`src/rtl/mpq_pkg.sv`:
```
package mpq_pkg;

    typedef enum logic [1:0] {
        RG_BASE = 2'd0,
        RG_HEAD = 2'd1,
        RG_TAIL = 2'd2,
        RG_STAT = 2'd3
    } reg_sel_e;

    typedef enum logic {
        ST_IDLE = 1'b0,
        ST_BUSY = 1'b1
    } store_state_e;

    typedef struct packed {
        logic [31:0] addr;
        logic [31:0] data;
    } store_req_t;

    // Builds the software view of a pointer: base high bits, then the word offset, then two zero bits.
    function automatic logic [31:0] ptr_view(input logic [11:0] base_hi, input logic [17:0] word_ofs);
        return {base_hi, word_ofs, 2'b00};
    endfunction

endpackage

```
`src/rtl/mpq_regs.sv`:
```
module mpq_regs
    import mpq_pkg::*;
#(
    parameter int IDXW = 3
) (
    input  logic            clk,
    input  logic            rst,
    input  logic            reg_wr,
    input  reg_sel_e        reg_sel,
    input  logic [31:0]     reg_wdata,
    input  logic [IDXW-1:0] head_idx,
    input  logic            adv,
    input  logic            ovf_set,
    output logic [11:0]     base_hi,
    output logic [IDXW-1:0] tail_idx,
    output logic            ist,
    output logic            ovf,
    output logic [31:0]     reg_rdata
);
    logic wr_base, wr_tail, wr_stat;
    logic unused_wbits;

    assign wr_base = reg_wr && (reg_sel == RG_BASE);
    assign wr_tail = reg_wr && (reg_sel == RG_TAIL);
    assign wr_stat = reg_wr && (reg_sel == RG_STAT);
    assign unused_wbits = ^reg_wdata;

    always_ff @(posedge clk) begin
        if (rst) begin
            base_hi  <= '0;
            tail_idx <= '0;
            ist      <= 1'b0;
            ovf      <= 1'b0;
        end else begin
            if (wr_base) base_hi  <= reg_wdata[31:20];
            if (wr_tail) tail_idx <= reg_wdata[2 +: IDXW];
            // A new event in the same cycle wins over a clear.
            ist <= adv     | (ist & ~(wr_stat & reg_wdata[0]));
            ovf <= ovf_set | (ovf & ~(wr_stat & reg_wdata[1]));
        end
    end

    always_comb begin
        unique case (reg_sel)
            RG_BASE: reg_rdata = {base_hi, 20'h0};
            RG_HEAD: reg_rdata = ptr_view(base_hi, 18'(head_idx));
            RG_TAIL: reg_rdata = ptr_view(base_hi, 18'(tail_idx));
            default: reg_rdata = {30'h0, ovf, ist};
        endcase
    end

endmodule

```
`src/rtl/mpq_store.sv`:
```
module mpq_store
    import mpq_pkg::*;
#(
    parameter int IDXW = 3
) (
    input  logic            clk,
    input  logic            rst,
    input  logic            port_wr,
    input  logic [31:0]     port_data,
    input  logic [11:0]     base_hi,
    input  logic [IDXW-1:0] tail_idx,
    input  logic            mem_ready,
    output logic            port_ready,
    output logic            mem_valid,
    output logic [31:0]     mem_addr,
    output logic [31:0]     mem_data,
    output logic [IDXW-1:0] head_idx,
    output logic            adv,
    output logic            ovf_set
);
    store_state_e    state_q;
    store_req_t      req_q;
    logic [IDXW-1:0] head_next;
    logic            full;
    logic            take;

    assign head_next  = head_idx + 1'b1;
    assign full       = (head_next == tail_idx);
    assign port_ready = (state_q == ST_IDLE);
    assign take       = port_ready && port_wr && !full;
    assign ovf_set    = port_ready && port_wr && full;
    assign mem_valid  = (state_q == ST_BUSY);
    assign adv        = mem_valid && mem_ready;
    assign mem_addr   = req_q.addr;
    assign mem_data   = req_q.data;

    always_ff @(posedge clk) begin
        if (rst) begin
            state_q  <= ST_IDLE;
            req_q    <= '0;
            head_idx <= '0;
        end else begin
            unique case (state_q)
                ST_IDLE: if (take) begin
                    req_q.addr <= {base_hi, 20'(head_idx) << 2};
                    req_q.data <= port_data;
                    state_q    <= ST_BUSY;
                end
                default: if (mem_ready) begin
                    head_idx <= head_next;
                    state_q  <= ST_IDLE;
                end
            endcase
        end
    end

endmodule

```
`src/rtl/msg_post_queue.sv`:
```
module msg_post_queue
    import mpq_pkg::*;
#(
    parameter int QDEPTH = 8
) (
    input  logic        clk,
    input  logic        rst,
    input  logic        port_wr,
    input  logic [31:0] port_data,
    output logic        port_ready,
    input  logic        reg_wr,
    input  logic [1:0]  reg_idx,
    input  logic [31:0] reg_wdata,
    output logic [31:0] reg_rdata,
    output logic        mem_valid,
    output logic [31:0] mem_addr,
    output logic [31:0] mem_data,
    input  logic        mem_ready,
    output logic        irq
);
    localparam int IDXW = (QDEPTH > 2) ? $clog2(QDEPTH) : 1;

    logic [IDXW-1:0] head_idx, tail_idx;
    logic [11:0]     base_hi;
    logic            adv, ovf_set, ist_q, ovf_q;
    reg_sel_e        reg_sel;

    assign reg_sel = reg_sel_e'(reg_idx);

    mpq_store #(.IDXW(IDXW)) u_store (
        .clk        (clk),
        .rst        (rst),
        .port_wr    (port_wr),
        .port_data  (port_data),
        .base_hi    (base_hi),
        .tail_idx   (tail_idx),
        .mem_ready  (mem_ready),
        .port_ready (port_ready),
        .mem_valid  (mem_valid),
        .mem_addr   (mem_addr),
        .mem_data   (mem_data),
        .head_idx   (head_idx),
        .adv        (adv),
        .ovf_set    (ovf_set)
    );

    mpq_regs #(.IDXW(IDXW)) u_regs (
        .clk       (clk),
        .rst       (rst),
        .reg_wr    (reg_wr),
        .reg_sel   (reg_sel),
        .reg_wdata (reg_wdata),
        .head_idx  (head_idx),
        .adv       (adv),
        .ovf_set   (ovf_set),
        .base_hi   (base_hi),
        .tail_idx  (tail_idx),
        .ist       (ist_q),
        .ovf       (ovf_q),
        .reg_rdata (reg_rdata)
    );

    assign irq = ist_q && (head_idx != tail_idx);

endmodule

```
`config.mk`:
```
export PLATFORM = sky130hd
export DESIGN_NAME = msg_post_queue
export DESIGN_NICKNAME = d
export VERILOG_FILES = /design/src/rtl/mpq_pkg.sv /design/src/rtl/mpq_regs.sv /design/src/rtl/mpq_store.sv /design/src/rtl/msg_post_queue.sv
export SDC_FILE = /design/constraint.sdc
export NUM_CORES = 1
export LEC_CHECK = 0
export BUFFER_PORTS_ARGS = -buffer_cell sky130_fd_sc_hd__buf_4
export CAP_MARGIN = 10
export CORE_AREA = 10 10 92 114
export DETAILED_ROUTE_END_ITERATION = 10
export DIE_AREA = 0 0 102 124
export GPL_TIMING_DRIVEN = 0
export HOLD_SLACK_MARGIN = 0.08
export PLACE_DENSITY_LB_ADDON = 0.12
export SLEW_MARGIN = 40
export SYNTH_ARGS = -nofsm -noshare
export SYNTH_HDL_FRONTEND = slang
export SYNTH_SLANG_ARGS = --single-unit
```
`constraint.sdc`:
```
create_clock -name clk -period 1.73 [get_ports clk]
set_input_delay 0.0865 -clock clk [delete_from_list [all_inputs] [get_ports clk]]
set_output_delay 0.0865 -clock clk [all_outputs]
set_load 0.05 [all_outputs]
```
======== Word level (Yosys, flattened, before mapping) ========
Cells that the tools add are included.
W data, S select, Z words.
word-level totals
  logic and storage cells ................. 39
  bits of input ports ..................... 71
  output and inout port bits .............. 99
  register bits after elaboration ......... 68
operators by class
  reductions and logical operators ........ 12
  eq/ne operators ......................... 5
  multiplexer cells ....................... 4
  $add $sub $neg .......................... 1
  bitwise logic cells ..................... 9
operators by type and width
  operator               count
  $pmux W32 S3           1
  $logic_and A1 B1 Y1    8
  $and A1 B1 Y1          4
  $eq A2 B2 Y1 const B   2
  $reduce_and A2 Y1      2
  $add A3 B1 Y3 const B  1
  $eq A3 B3 Y1           1
  $mux W1                3
  $ne A3 B3 Y1           1
  $not A1 Y1             3
  $eq A2 B1 Y1 const B   1
  $logic_not A2 Y1       1
  $or A1 B1 Y1           2
  $logic_not A1 Y1       1

======== Logic depth before layout (Yosys ltp) ========
  depth in word-level cells ............... 6
  gate-level depth with buffers ........... 6
  depth with buffers taken out ............ 4

======== Hierarchy ========
From an unflattened synthesis, not the netlist that was laid out.
unflattened totals
  cell total of the unflattened synthesis .. 363
  area, all modules ....................... 3519.6 um^2
modules (own cells, without submodules)
  module          seq. area each (um^2)  cells an instance  times used  area an instance (um^2)
  mpq_store       1021.0                 246                1           2452.4
  mpq_regs        340.3                  113                1           1032.2
  msg_post_queue  0.0                    4                  1           35.0

======== Least setup slack after synthesis ========
OpenSTA, ideal clock, no wires.
  path type ............................... register -> register
  start ................................... register u_store.head_idx[0]
  end ..................................... register u_store.req_q (netlist bit u_store.mem_addr[20])
  library setup time ...................... 72 ps
  arrival time ............................ 1690 ps
  buffers on the path ..................... 2
  period minus slack after synthesis ...... 1761 ps
  data required time ...................... 1658 ps
  cell stages (with the launch flop) ...... 7
  setup slack ............................. -31 ps
  cell sequence ........................... dfxtp_1 > ha_1 > xnor3_1 > a311oi_2 > buf_6 > buf_6 > mux2i_1
between the ends
  longest elaborated chain between the ends .. 5
ends and longest elaborated chain
  element                             line             text
  start: declaration                  mpq_store.sv:17  output logic [IDXW-1:0] head_idx,
  start signal: assignment            mpq_store.sv:50  head_idx <= head_next;
  $add A3 B1 Y3                       mpq_store.sv:27  assign head_next = head_idx + 1'b1;
  $eq A3 B3 Y1                        mpq_store.sv:28  assign full = (head_next == tail_idx);
  $logic_not A1 Y1                    mpq_store.sv:30  assign take = port_ready && port_wr && !full;
  $logic_and A1 B1 Y1                 mpq_store.sv:30
  $reduce_and A2 Y1 (no source line)  --
  end: declaration                    mpq_store.sv:22  store_req_t req_q;
Every way passes these cells.
A chain may end at the register's enable or synchronous reset.

======== Worst setup path in the final report ========
  start ................................... register u_store.head_idx[0]
  end ..................................... register u_store.req_q (netlist bit u_store.mem_addr[22])
between the ends
  longest elaborated chain between the ends .. 5
ends and longest elaborated chain
  element                             line             text
  $add A3 B1 Y3                       mpq_store.sv:27
  via u_store.head_next[1]            mpq_store.sv:23  logic [IDXW-1:0] head_next;
  $eq A3 B3 Y1                        mpq_store.sv:28
  $logic_not A1 Y1                    mpq_store.sv:30
  $logic_and A1 B1 Y1                 mpq_store.sv:30
  $reduce_and A2 Y1 (no source line)  --
The timed path passes the listed nets, and every way through them passes these cells.

==> flow_summary.json <==
{
  "outcome": "complete, but fails checks",
  "violations": "negative setup slack",
  "reg2reg_slack_ns": -0.02,
  "setup_ws_ns": -0.0182,
  "final_cell_area_mm2": 0.00541,
  "io_buffers": 119,
  "hold_path_end": "u_regs.ovf",
  "synth_flop_cell": "dfxtp_1",
  "tritoncts": "yes",
  "initialDrtViolationCount": 51,
  "grt_overflow": 0,
  "ioPinCount": 170,
  "setup_viol": 5,
  "synth_fa_ha_area_frac": 0.00375,
  "ir_drop_v": 0.000507,
  "synth-compound-area-share": 0.0270,
  "ys_ff_latch": 68,
  "grtUsageTotal": 0.161,
  "dieArea_mm2": 0.0126,
  "grtUsageMet1": 0.175,
  "layout.nets": 643,
  "power_density_mw_per_mm2": 838,
  "worstSkewPairLatency_ns": 0.35,
  "synth.mux.area_fraction": 0.177,
  "synth_edf_count": 0,
  "rr_startpoint": "u_store.head_idx[0]",
  "cp-startpoint": "u_store.head_idx[0]",
  "fmax_mhz": 572,
  "vias_per_cell": 4.44,
  "totalWireLength_um": 9920,
  "vias": 2986,
  "grt_setup_unrepaired": "yes",
  "syn_to_final_growth_pct": 62.1,
  "final.min_clock_period_ns": 1.75,
  "gr-usage-met3": 0.0499,
  "grt_pass1_vias": 3272,
  "coreArea_mm2": 0.00824,
  "post-place-ws_ns": -0.273,
  "cp_max_fo": 5,
  "hpwlAfterDp_um": 7100,
  "numCtsBuffers": 9,
  "grt_max_degree": 12,
  "final_cells": 673,
  "die_w_um": 102,
  "min_from": "reg_wr",
  "critPathCaptureType": "flip-flop",
  "cp.required_ns": 2.01,
  "layout_common_cells": "buf_4 (159), nand2b_1 (94), dfxtp_1 (64)",
  "report.final.slew_viol_count": 0,
  "syn_inst": 348,
  "ys_seq_area_frac": 0.408,
  "place_congestion": 0.777,
  "route.detailed.drc": 0,
  "leakage_nw": 2.50,
  "cp-start-kind": "flip-flop",
  "clock_sinks": 68,
  "final_common_cell": "buf_4",
  "yosysTopAreaCell": "dfxtp_1",
  "cts_root_buffer": "clkbuf_8",
  "htree_levels": 3,
  "synthSimpleGateAreaFrac": 0.252,
  "synthTopCellsByArea": "dfxtp_1 (41%), mux2i_1 (18%), nand2b_1 (18%), buf_4 (7.7%), and2_1 (2.3%)",
  "hold_viol": 0,
  "grt_pass1_wl_um": 16300,
  "dpl_cell_area_mm2": 0.00447,
  "post-route-period-util": 1.01,
  "antenna_found_initial": 0,
  "synth_top_area_frac": 0.408,
  "worstSetupPathType": "flip-flop to flip-flop",
  "drive_gt1_frac": 0.333,
  "max_cap_viol_count": 0,
  "yosysWarningCount": 0,
  "dp.cells": 595,
  "min_path_cells": 4,
  "synth_top_family_by_area": "simple AND/OR/NAND/NOR gates",
  "arrival_ns": 2.03,
  "syn_avg_cell_area_um2": 9.59,
  "final_util": 0.656,
  "use_met2": 0.281,
  "initial_core_util": 0.405,
  "antenna_cells": 0,
  "ys_types": 27,
  "hp-class": "input pin to flip-flop",
  "ant_nets": 0,
  "avgRoutedWirePerCell_um": 14.7,
  "die_y_um": 124,
  "n_fill_cell": 713,
  "clock-skew-final_ns": 0.00619,
  "p_total_mw": 4.53,
  "r2r_cells": 7,
  "top_usage_layer": "met2",
  "syn-cell-area_mm2": 0.00334,
  "dr.pass1.iters": 4,
  "timing.rr.end": "u_store.mem_addr[22]",
  "synthXorXnorAreaFrac": 0.0225,
  "cts_buffer_depth": 2,
  "rows": 37,
  "async_flop_share": 0,
  "clk_pin_slew_worst_paths_ns": 0.07
}
-- worst max-delay path by stage --
stage | end | depth (start not counted)
final | u_store.mem_addr[22] | 7
after global routing | u_store.mem_addr[22] | 6
after CTS | u_store.mem_addr[22] | 7
after detailed placement | u_store.mem_addr[22] | 6
after global placement | u_store.mem_addr[23] | 6
after floorplan | u_store.mem_addr[20] | 6
-- per-stage QoR --
stage	hold WS (ns)	TNS (ns)
4_1_cts	0.0923	-1.42
3_3_place_gp	0.317	-6.38
3_5_place_dp	0.329	-7.50
5_1_grt	0.176	-1.89
2_1_floorplan	0.234	-0.0484
6_report	0.115	-0.0445
-- state kept, by name, indices dropped and copies added, names as in the netlist --
signal / flops
u_store.head_idx: 3
u_store.mem_valid: 1
u_regs.tail_idx: 3
u_regs.ist: 1
u_store.mem_data: 32
u_regs.ovf: 1
u_store.mem_addr: 15
u_regs.base_hi: 12
-- per-layer routing --
layer | vias up | share of wire
met5 | - | 0
met4 | 0 | 0.018
met3 | 15 | 0.075
met2 | 87 | 0.51
met1 | 1374 | 0.40
li1 | 1510 | -
-- synthesized netlist by cell type (2+ instances only) --
master and number:
nor2_1 15, nand2b_1 94, a22o_1 3, a21oi_1 6
xor2_1 5, nand4_1 3, dfxtp_1 68, nand3_1 5
buf_6 3, and3_1 2, nand2_1 8, and2_1 12
buf_2 2, inv_1 2, clkbuf_1 15, buf_4 34
nor2b_1 3, mux2i_1 59
-- worst max-delay path, stage by stage (launching register included) --
cell,delay (ns)
dfxtp_4,0.36
ha_4,0.25
xnor2_2,0.15
a311oi_4,0.34
buf_6,0.18
buf_12,0.10
buf_12,0.11
mux2i_1,0.18
-- power breakdown --
part | internal [mW] | total, mW | switching [mW] | leakage [nW]
combinational | 0.544 | 1.29 | 0.743 | 1.82
sequential | 1.65 | 1.71 | 0.0566 | 0.557
clock | 0.925 | 1.53 | 0.608 | 0.122
total | 3.12 | 4.53 | 1.41 | 2.50
-- layout make-up --
type | instances | area, um2 | share of cell area
multi-input cells | 255 | 1770 | 0.327
clock buffers | 12 | 165 | 0.0305
flip-flops and latches | 68 | 1370 | 0.254
inverters | 2 | 7.51 | 0.00139
repair buffers | 182 | 1520 | 0.282
clock inverters | 4 | 70.1 | 0.0130
well taps | 97 | 121 | 0.0224
plain buffers | 53 | 379 | 0.0701
-- timing repair --
item / in CTS / in global routing
hold buffers: 53 / 0
setup endpoints to repair: 47 / 49
cloned: 1 / 0
buffers inserted: 10 / 0
resized for setup: 18 / 3
pin swaps: 1 / 1
endpoints found under the hold margin: 51 / 0
-- cell families after synthesis --
kind of cell | count (synthesis)
buf+inv | 56
xor+xnor | 7
compound gates | 12
mux | 59
flops | 68
fa+ha+maj | 1
other cells | 1
simple gates | 144
(Power assumes the default switching activity.)
